### src/rtl/gpio_ew_pkg.sv
package gpio_ew_pkg;

    localparam int SEL_W    = 3;
    localparam int MASK_CNT = 4;

    typedef enum logic [SEL_W-1:0] {
        SEL_RISE_IRQ  = 3'd0,
        SEL_FALL_IRQ  = 3'd1,
        SEL_RISE_WAKE = 3'd2,
        SEL_FALL_WAKE = 3'd3,
        SEL_IRQ_STAT  = 3'd4,
        SEL_WAKE_STAT = 3'd5
    } reg_sel_e;

    // One pin's edge events, or one pin's edge enables
    typedef struct packed {
        logic rise;
        logic fall;
    } edge_pair_t;

    function automatic logic edge_hit(edge_pair_t ev, edge_pair_t en);
        return (ev.rise & en.rise) | (ev.fall & en.fall);
    endfunction

    // Reset value of an enable register: falling-edge interrupts default on
    function automatic logic mask_reset_bit(int idx);
        return idx == int'(SEL_FALL_IRQ);
    endfunction

endpackage

### src/rtl/gpio_edge_sync.sv
module gpio_edge_sync
    import gpio_ew_pkg::*;
#(
    parameter int NPIN        = 32,
    parameter int SYNC_STAGES = 2
) (
    input  logic            clk,
    input  logic            rst,
    input  logic [NPIN-1:0] pin_i,
    output logic [NPIN-1:0] rise_o,
    output logic [NPIN-1:0] fall_o
);
    localparam int LAST = SYNC_STAGES - 1;

    logic [NPIN-1:0] chain [SYNC_STAGES];
    logic [NPIN-1:0] prev_q;

    always_ff @(posedge clk) begin
        if (rst) begin
            for (int s = 0; s < SYNC_STAGES; s++) chain[s] <= '0;
            prev_q <= '0;
        end else begin
            chain[0] <= pin_i;
            for (int s = 1; s < SYNC_STAGES; s++) chain[s] <= chain[s-1];
            prev_q <= chain[LAST];
        end
    end

    for (genvar i = 0; i < NPIN; i++) begin : g_pin
        edge_pair_t ev;
        assign ev.rise  = chain[LAST][i] & ~prev_q[i];
        assign ev.fall  = ~chain[LAST][i] & prev_q[i];
        assign rise_o[i] = ev.rise;
        assign fall_o[i] = ev.fall;
    end

endmodule

### src/rtl/gpio_cfg_regs.sv
module gpio_cfg_regs
    import gpio_ew_pkg::*;
#(
    parameter int NPIN = 32
) (
    input  logic             clk,
    input  logic             rst,
    input  logic             wr_en,
    input  logic [SEL_W-1:0] wr_sel,
    input  logic [NPIN-1:0]  wr_data,
    output logic [NPIN-1:0]  rise_irq_o,
    output logic [NPIN-1:0]  fall_irq_o,
    output logic [NPIN-1:0]  rise_wake_o,
    output logic [NPIN-1:0]  fall_wake_o
);
    logic [NPIN-1:0] mask_q [MASK_CNT];

    for (genvar k = 0; k < MASK_CNT; k++) begin : g_mask
        localparam logic RST_BIT = mask_reset_bit(k);
        logic hit_sel;
        assign hit_sel = wr_en && (wr_sel == SEL_W'(k));

        always_ff @(posedge clk) begin
            if (rst)          mask_q[k] <= {NPIN{RST_BIT}};
            else if (hit_sel) mask_q[k] <= wr_data;
        end

        // an enable register keeps its value in cycles without a write
        a_r10_mask_hold: assert property (@(posedge clk) disable iff (rst)
            !wr_en |=> $stable(mask_q[k]));
    end

    assign rise_irq_o  = mask_q[SEL_RISE_IRQ];
    assign fall_irq_o  = mask_q[SEL_FALL_IRQ];
    assign rise_wake_o = mask_q[SEL_RISE_WAKE];
    assign fall_wake_o = mask_q[SEL_FALL_WAKE];

endmodule

### src/rtl/gpio_pend_bank.sv
module gpio_pend_bank
    import gpio_ew_pkg::*;
#(
    parameter int NPIN = 32
) (
    input  logic            clk,
    input  logic            rst,
    input  logic [NPIN-1:0] rise_i,
    input  logic [NPIN-1:0] fall_i,
    input  logic [NPIN-1:0] rmask_i,
    input  logic [NPIN-1:0] fmask_i,
    input  logic            clr_en_i,
    input  logic [NPIN-1:0] clr_data_i,
    output logic [NPIN-1:0] pend_o,
    output logic [NPIN-1:0] hit_o
);
    logic [NPIN-1:0] pend_q;
    logic [NPIN-1:0] clr_mask;

    assign clr_mask = clr_en_i ? clr_data_i : '0;

    for (genvar i = 0; i < NPIN; i++) begin : g_hit
        edge_pair_t ev;
        edge_pair_t en;
        assign ev.rise = rise_i[i];
        assign ev.fall = fall_i[i];
        assign en.rise = rmask_i[i];
        assign en.fall = fmask_i[i];
        assign hit_o[i] = edge_hit(ev, en);
    end

    // A new hit wins over a clear in the same cycle
    always_ff @(posedge clk) begin
        if (rst) pend_q <= '0;
        else     pend_q <= (pend_q & ~clr_mask) | hit_o;
    end

    assign pend_o = pend_q;

    // a pending bit rises only after a qualifying edge
    a_r2_set_cause: assert property (@(posedge clk) disable iff (rst)
        1'b1 |=> (((pend_q & ~$past(pend_q)) & ~$past(hit_o)) == '0));

    // a cleared bit with no simultaneous hit reads 0 afterwards
    a_r5_clear_effect: assert property (@(posedge clk) disable iff (rst)
        1'b1 |=> ((($past(clr_mask) & ~$past(hit_o)) & pend_q) == '0));

    // a pending bit not cleared stays set (sticky)
    a_r6_sticky: assert property (@(posedge clk) disable iff (rst)
        1'b1 |=> ((($past(pend_q) & ~$past(clr_mask)) & ~pend_q) == '0));

endmodule

### src/rtl/gpio_edge_irq_wake.sv
module gpio_edge_irq_wake
    import gpio_ew_pkg::*;
#(
    parameter int NPIN        = 32,
    parameter int SYNC_STAGES = 2
) (
    input  logic             clk,
    input  logic             rst,
    input  logic [NPIN-1:0]  pin_in,
    input  logic             wr_en,
    input  logic [SEL_W-1:0] wr_sel,
    input  logic [NPIN-1:0]  wr_data,
    input  logic [SEL_W-1:0] rd_sel,
    output logic [NPIN-1:0]  rd_data,
    output logic             irq_out,
    output logic             wake_out
);
    logic [NPIN-1:0] rise, fall;
    logic [NPIN-1:0] rise_irq, fall_irq, rise_wake, fall_wake;
    logic [NPIN-1:0] irq_pend, wake_pend, irq_hit, wake_hit;
    logic            irq_clr, wake_clr;

    gpio_edge_sync #(.NPIN(NPIN), .SYNC_STAGES(SYNC_STAGES)) u_sync (
        .clk(clk), .rst(rst), .pin_i(pin_in), .rise_o(rise), .fall_o(fall)
    );

    gpio_cfg_regs #(.NPIN(NPIN)) u_cfg (
        .clk(clk), .rst(rst), .wr_en(wr_en), .wr_sel(wr_sel), .wr_data(wr_data),
        .rise_irq_o(rise_irq), .fall_irq_o(fall_irq),
        .rise_wake_o(rise_wake), .fall_wake_o(fall_wake)
    );

    assign irq_clr  = wr_en && (wr_sel == SEL_IRQ_STAT);
    assign wake_clr = wr_en && (wr_sel == SEL_WAKE_STAT);

    gpio_pend_bank #(.NPIN(NPIN)) u_irq_bank (
        .clk(clk), .rst(rst), .rise_i(rise), .fall_i(fall),
        .rmask_i(rise_irq), .fmask_i(fall_irq),
        .clr_en_i(irq_clr), .clr_data_i(wr_data),
        .pend_o(irq_pend), .hit_o(irq_hit)
    );

    gpio_pend_bank #(.NPIN(NPIN)) u_wake_bank (
        .clk(clk), .rst(rst), .rise_i(rise), .fall_i(fall),
        .rmask_i(rise_wake), .fmask_i(fall_wake),
        .clr_en_i(wake_clr), .clr_data_i(wr_data),
        .pend_o(wake_pend), .hit_o(wake_hit)
    );

    assign irq_out  = |irq_pend;
    assign wake_out = |wake_pend;

    always_comb begin
        case (rd_sel)
            SEL_RISE_IRQ:  rd_data = rise_irq;
            SEL_FALL_IRQ:  rd_data = fall_irq;
            SEL_RISE_WAKE: rd_data = rise_wake;
            SEL_FALL_WAKE: rd_data = fall_wake;
            SEL_IRQ_STAT:  rd_data = irq_pend;
            SEL_WAKE_STAT: rd_data = wake_pend;
            default:       rd_data = '0;
        endcase
    end

    // the wake request rises only after a wake-enabled edge
    a_r9_wake_cause: assert property (@(posedge clk) disable iff (rst)
        $rose(wake_out) |-> $past(|wake_hit));

    // the wake request holds unless a wake clear was written
    a_r9_wake_hold: assert property (@(posedge clk) disable iff (rst)
        $fell(wake_out) |-> $past(wake_clr));

    // the interrupt line falls only through an interrupt clear
    a_r7_irq_fall: assert property (@(posedge clk) disable iff (rst)
        $fell(irq_out) |-> $past(irq_clr));

endmodule

### config.mk
export PLATFORM = sky130hd
export DESIGN_NAME = gpio_edge_irq_wake
export DESIGN_NICKNAME = d
export VERILOG_FILES = /design/src/rtl/gpio_ew_pkg.sv /design/src/rtl/gpio_edge_sync.sv /design/src/rtl/gpio_cfg_regs.sv /design/src/rtl/gpio_pend_bank.sv /design/src/rtl/gpio_edge_irq_wake.sv
export SDC_FILE = /design/constraint.sdc
export NUM_CORES = 1
export LEC_CHECK = 0
export BUFFER_PORTS_ARGS = -buffer_cell sky130_fd_sc_hd__buf_4
export CORE_MARGIN = 2
export CORE_UTILIZATION = 62
export CTS_CLUSTER_DIAMETER = 150
export CTS_CLUSTER_SIZE = 24
export DETAILED_ROUTE_END_ITERATION = 8
export PLACE_DENSITY = 0.83
export SYNTH_ARGS = -nofsm -noshare
export SYNTH_HDL_FRONTEND = slang
export SYNTH_SLANG_ARGS = --single-unit
### constraint.sdc
create_clock -name clk -period 3.5 [get_ports clk]
set_clock_uncertainty 0.05 [all_clocks]
set_input_delay 0.525 -clock clk [delete_from_list [all_inputs] [get_ports clk]]
set_output_delay 0.525 -clock clk [all_outputs]
set_load 0.005 [all_outputs]
* Yosys cells after proc, flatten, opt, wreduce, memory -nomap -nowiden
Memory sizes are Yosys's and may differ from the RTL's.
Cells that the tools add are included.
** Cells by class
- Equality and inequality tests :: 10
- Bitwise logic cells :: 332
- Reductions and logical operators :: 10
- Multiplexer cells :: 24
** Operators by type and width (number)
- $mux W32 :: 8
- $and A1 B1 Y1 :: 192
- $pmux W32 S6 :: 1
- $or A1 B1 Y1 :: 70
- $and A32 B32 Y32 :: 2
- $not A1 Y1 :: 64
- $not A32 Y32 :: 2
- $or A32 B32 Y32 :: 2
- $reduce_or A32 Y1 :: 2
- $mux W1 :: 15
- $eq A3 B2 Y1 const B :: 4
- $eq A3 B3 Y1 const B :: 4
- $eq A3 B1 Y1 const B :: 2
- $logic_and A1 B1 Y1 :: 6
- $logic_not A3 Y1 :: 2
** Storage, ports and cells
- Bits in writable memories :: 192
- Memories kept :: 2
- Bits of input ports :: 73
- Output and inout port bits :: 34
- Flip-flop bits (word level) :: 96
- Logic and storage cells :: 381
** Memory list
- u_cfg.mask_q :: depth 4, width 32, rd ports 4, clocked after memory_dff 0, wr ports 4, line gpio_cfg_regs.sv:16 : logic [NPIN-1:0] mask_q [MASK_CNT];
- u_sync.chain :: depth 2, width 32, rd ports 2, clocked after memory_dff 0, wr ports 2, line gpio_edge_sync.sv:15 : logic [NPIN-1:0] chain [SYNC_STAGES];

* Longest topological paths before layout
- Depth after elaboration :: 6
- Depth in mapped cells :: 5
- Gate-level depth less buffers :: 3

* Hierarchy
A second synthesis with hierarchy kept.
** Second synthesis, totals
- Cell total of the unflattened synthesis :: 1049
- Area total of the unflattened synthesis :: 12879.9 um^2
** By module, submodules not included
- gpio_cfg_regs :: seq. area each 3843.7 um^2, times used 1, area an instance 4854.7 um^2, cells an instance 293
- gpio_pend_bank :: seq. area each 640.6 um^2, times used 2, area an instance 1601.5 um^2, cells an instance 134
- gpio_edge_sync :: seq. area each 1921.8 um^2, times used 1, area an instance 3000.4 um^2, cells an instance 266
- gpio_edge_irq_wake :: seq. area each 0.0 um^2, times used 1, area an instance 1821.7 um^2, cells an instance 222

* Worst setup path before layout
Ideal clock, no wire load.
- Kind :: input-to-reg
- Start :: input port wr_sel[1]
- End :: memory u_cfg.mask_q[2][0], enable pin
- Required time :: 3.073 ns
- Setup time :: 0.377 ns
- Arrival :: 1.749 ns
- Buffers on the path :: 2
- Setup slack :: 1.324 ns
- Stages on the path :: 3
- Path through :: buf_2 -> buf_1 -> a31o_2
** RTL lines
- from (decl) :: line gpio_edge_irq_wake.sv:11 : input logic [SEL_W-1:0] wr_sel,
- to (decl) :: line gpio_cfg_regs.sv:16

* Worst setup path after layout
- Start :: register u_irq_bank.pend_q[29] (netlist: u_irq_bank.pend_o[29])
- End :: output port irq_out
** Between the ends
- Longest elaborated chain between the ends :: 1
** Ends and longest elaborated chain
- from (decl) :: line gpio_pend_bank.sv:17 : logic [NPIN-1:0] pend_q;
- from (signal assigned) :: line gpio_pend_bank.sv:35 : else pend_q <= (pend_q & ~clr_mask) | hit_o;
- $reduce_or A32 Y1 :: line gpio_edge_irq_wake.sv:50 : assign irq_out = |irq_pend;
- to (decl) :: line gpio_edge_irq_wake.sv:15 : output logic irq_out,
Every way passes these cells.

==> results.toml <==
[hold_path]
min_from = "pin_in[10]"
worstHoldPathType = "in -> reg"
hold_end = "u_sync.chain[0][10]"
hold_depth = 2

[yosys]
synth_top_area_frac = 0.3342
syn-instance-count = 1046
synth_edf_count = 128
netlist_area_sq_um = 11500
avgSynthCellArea_sq_um = 10.99
synth_mux_area_frac = 0
ys_warn_count = 0
synth_top_family_by_area = "simple AND/OR/NAND/NOR gates"
synth.most_common_cell = "nor2b_1"
synthAdderAreaFrac = 0
synth-simple-area-share = 0.1865
synth_common_cells = "nor2b_1, dfxtp_1, a22oi_1"
synth_compound_area_frac = 0.1632
synthArstFlopShare = 0
yosys.area.top_type = "edfxtp_1"
ys_types = 29
syn_nets = 1119
ys.flop_type = "dfxtp_1"
synth-xor-area-share = 0
synth-seq-cells = 288
ys_seq_area_frac = 0.6128
ys_top_cells_by_area = "edfxtp_1, dfxtp_1, a22oi_1, nor2b_1, nor4_1"

[global_route]
first_global_vias = 8763
grt_pass1_wl_mm = 46.64
grt_overflow = 0
grt_max_degree = 97
grt_usage = 0.2987
grt_antenna_before_repair = 0

[placement]
place.gp.congestion = 0.8413
post-dp-hpwl_mm = 17.71
io_buffers = 106
place_area_sq_um = 12470

[clocking]
ctsHoldBuffers = 0
clock_latency_ns = 0.50
htreeDepth = 1
cts_buffers = 15
cts_tree = "yes"
clkSinkCount = 288
clk_pin_slew_ns = 0.10
cts_setup_buffers = 0
cts_resized = 0
clockBufferDepth = 3
cts-root-buf = "clkbuf_16"

[final_layout]
design_area_sq_um = 12890
area_growth_pct = 12.13
seqCellArea_sq_um = 7047
layout-drive-gt1-share = 0.1467
multi_input_area_sq_um = 4044
fillers = 1314
final_nets = 1189
diodes = 0

[detailed_routing]
firstDrtPassIters = 6
ant_nets = 0
wl_per_cell_um = 22.22
vias_per_cell = 6.647
drc = 0
drtIter0Drc = 855
vias = 9000
wl_mm = 30.09

[power_and_ir_drop]
p_leak_uw = 0.004574
peakVddDrop_v = 0.0004234
pwr_density_cell_nw_per_um2 = 487.2
power.total_uw = 6282

[critical_path]
ff2ff_setup_slack_ns = 2.47
r2r_start = "u_sync.chain[0][58]"
cp.arrival_ns = 2.23
worstPathCellList = "nor4_1 -> nand4_1 -> or2_2 -> buf_4"
r2r_end = "u_wake_bank.pend_o[26]"
cp_max_fo = 3
critPathMaxStageDelay_ns = 0.58
end_kind = "primary output"
crit_slowest_cell = "nor4_1"
reg2reg_depth = 3
crit_required_ns = 2.92
crit_path_start_kind = "register"
worst-setup-path-type = "reg -> out"

[floorplanning]
core_area_sq_um = 18090
die_area_sq_um = 19650
start_util = 0.6358
top_level_ports = 107
die_h_um = 140.2
rows = 49
die_w_um = 140.2

[sta]
tns_ns = 0
hold_ws_ns = 0.1725
fmax_mhz = 356.9
slew_headroom = 0.2204
fin_crit_ns = 2.802
maxSlewViolCount = 0
setup_violations = 0
hold_viol = 0
tightest_slew_ns = 1.169
final.period_utilization = 0.8006
rsz0062_at_grt = "no"

[flow_run]
cap_viol_max_count = 0

[status]
status = "completed"
cell usage in the layout (no fill, tap or decap), drive strengths merged, types with 4 or more instances in the layout:
cell    netlist  layout
nor2b       161     161
dfxtp       160     160
a22oi       159     159
buf          17     129
edfxtp      128     128
nor4         80      80
a21oi        64      64
o21ai        64      64
inv          33      34
nor3         34      34
nand2        33      33
nand3        32      32
clkbuf       59      25
a31o          4       4
nand4         4       4
layout make-up:
| cell class | instances | share of cell area |
|---|---|---|
| sequential | 288 | 0.5465 |
| timing repair buffer | 129 | 0.07510 |
| inverter | 34 | 0.009897 |
| clock buffer | 25 | 0.03202 |
| multi-input combinational | 648 | 0.3136 |
| clock inverter | 1 | 0.0006792 |
| tap | 229 | 0.02222 |
state kept, by name, summed over array words and instances (netlist names):
| signal | count |
|---|---|
| u_cfg.mask_q | 128 |
| u_irq_bank.pend_o | 32 |
| u_sync.chain | 64 |
| u_sync.prev_q | 32 |
| u_wake_bank.pend_o | 32 |
where the power goes:
group          leakage [uW]  internal (uW)  switching (uW)
combinational       0.00181            245             371
sequential          0.00256           3690             111
clock              0.000201            823            1040
per-layer routing:
layer	vias up	wire (um)	GRT usage
met5	-	0	0
met4	0	914	0.1164
li1	4042	-	-
met1	4303	11420	0.3891
met2	571	14730	0.5108
met3	84	3019	0.04137
logic make-up after synthesis:
family | after synthesis
and+or+nand+nor | 356
AOI/OAI and AO/OA | 292
DFF | 288
buffers and inverters | 110
critical path: cells and delay by family (launching register included):
family	cells	cell delay, ns
simple gates	3	1.24
flops	1	0.35
buf+inv	1	0.14
how the worst max path moves through the flow:
stage / end / from / slack (ns) / depth (start not counted)
after floorplan: u_cfg.mask_q[2][0] / wr_sel[1] / 1.32 / 3
after global placement: u_wake_bank.pend_o[5] / rst / 1.01 / 4
after detailed placement: u_irq_bank.pend_o[25] / rst / 0.97 / 4
after CTS: irq_out / u_irq_bank.pend_o[29] / 0.72 / 4
after global routing: irq_out / u_irq_bank.pend_o[30] / 0.64 / 4
final: irq_out / u_irq_bank.pend_o[29] / 0.70 / 4
per-stage QoR:
step                      instances  utilization  setup WS (ns)
after global routing           1354       0.7130         0.6412
after floorplan                1046            -          1.324
final                          1354       0.7130         0.6979
after global placement         1328       0.6897          1.006
after detailed placement       1328       0.6897         0.9716
after CTS                      1354       0.7130         0.7173
Note: power is estimated with default switching activity, not from simulation.
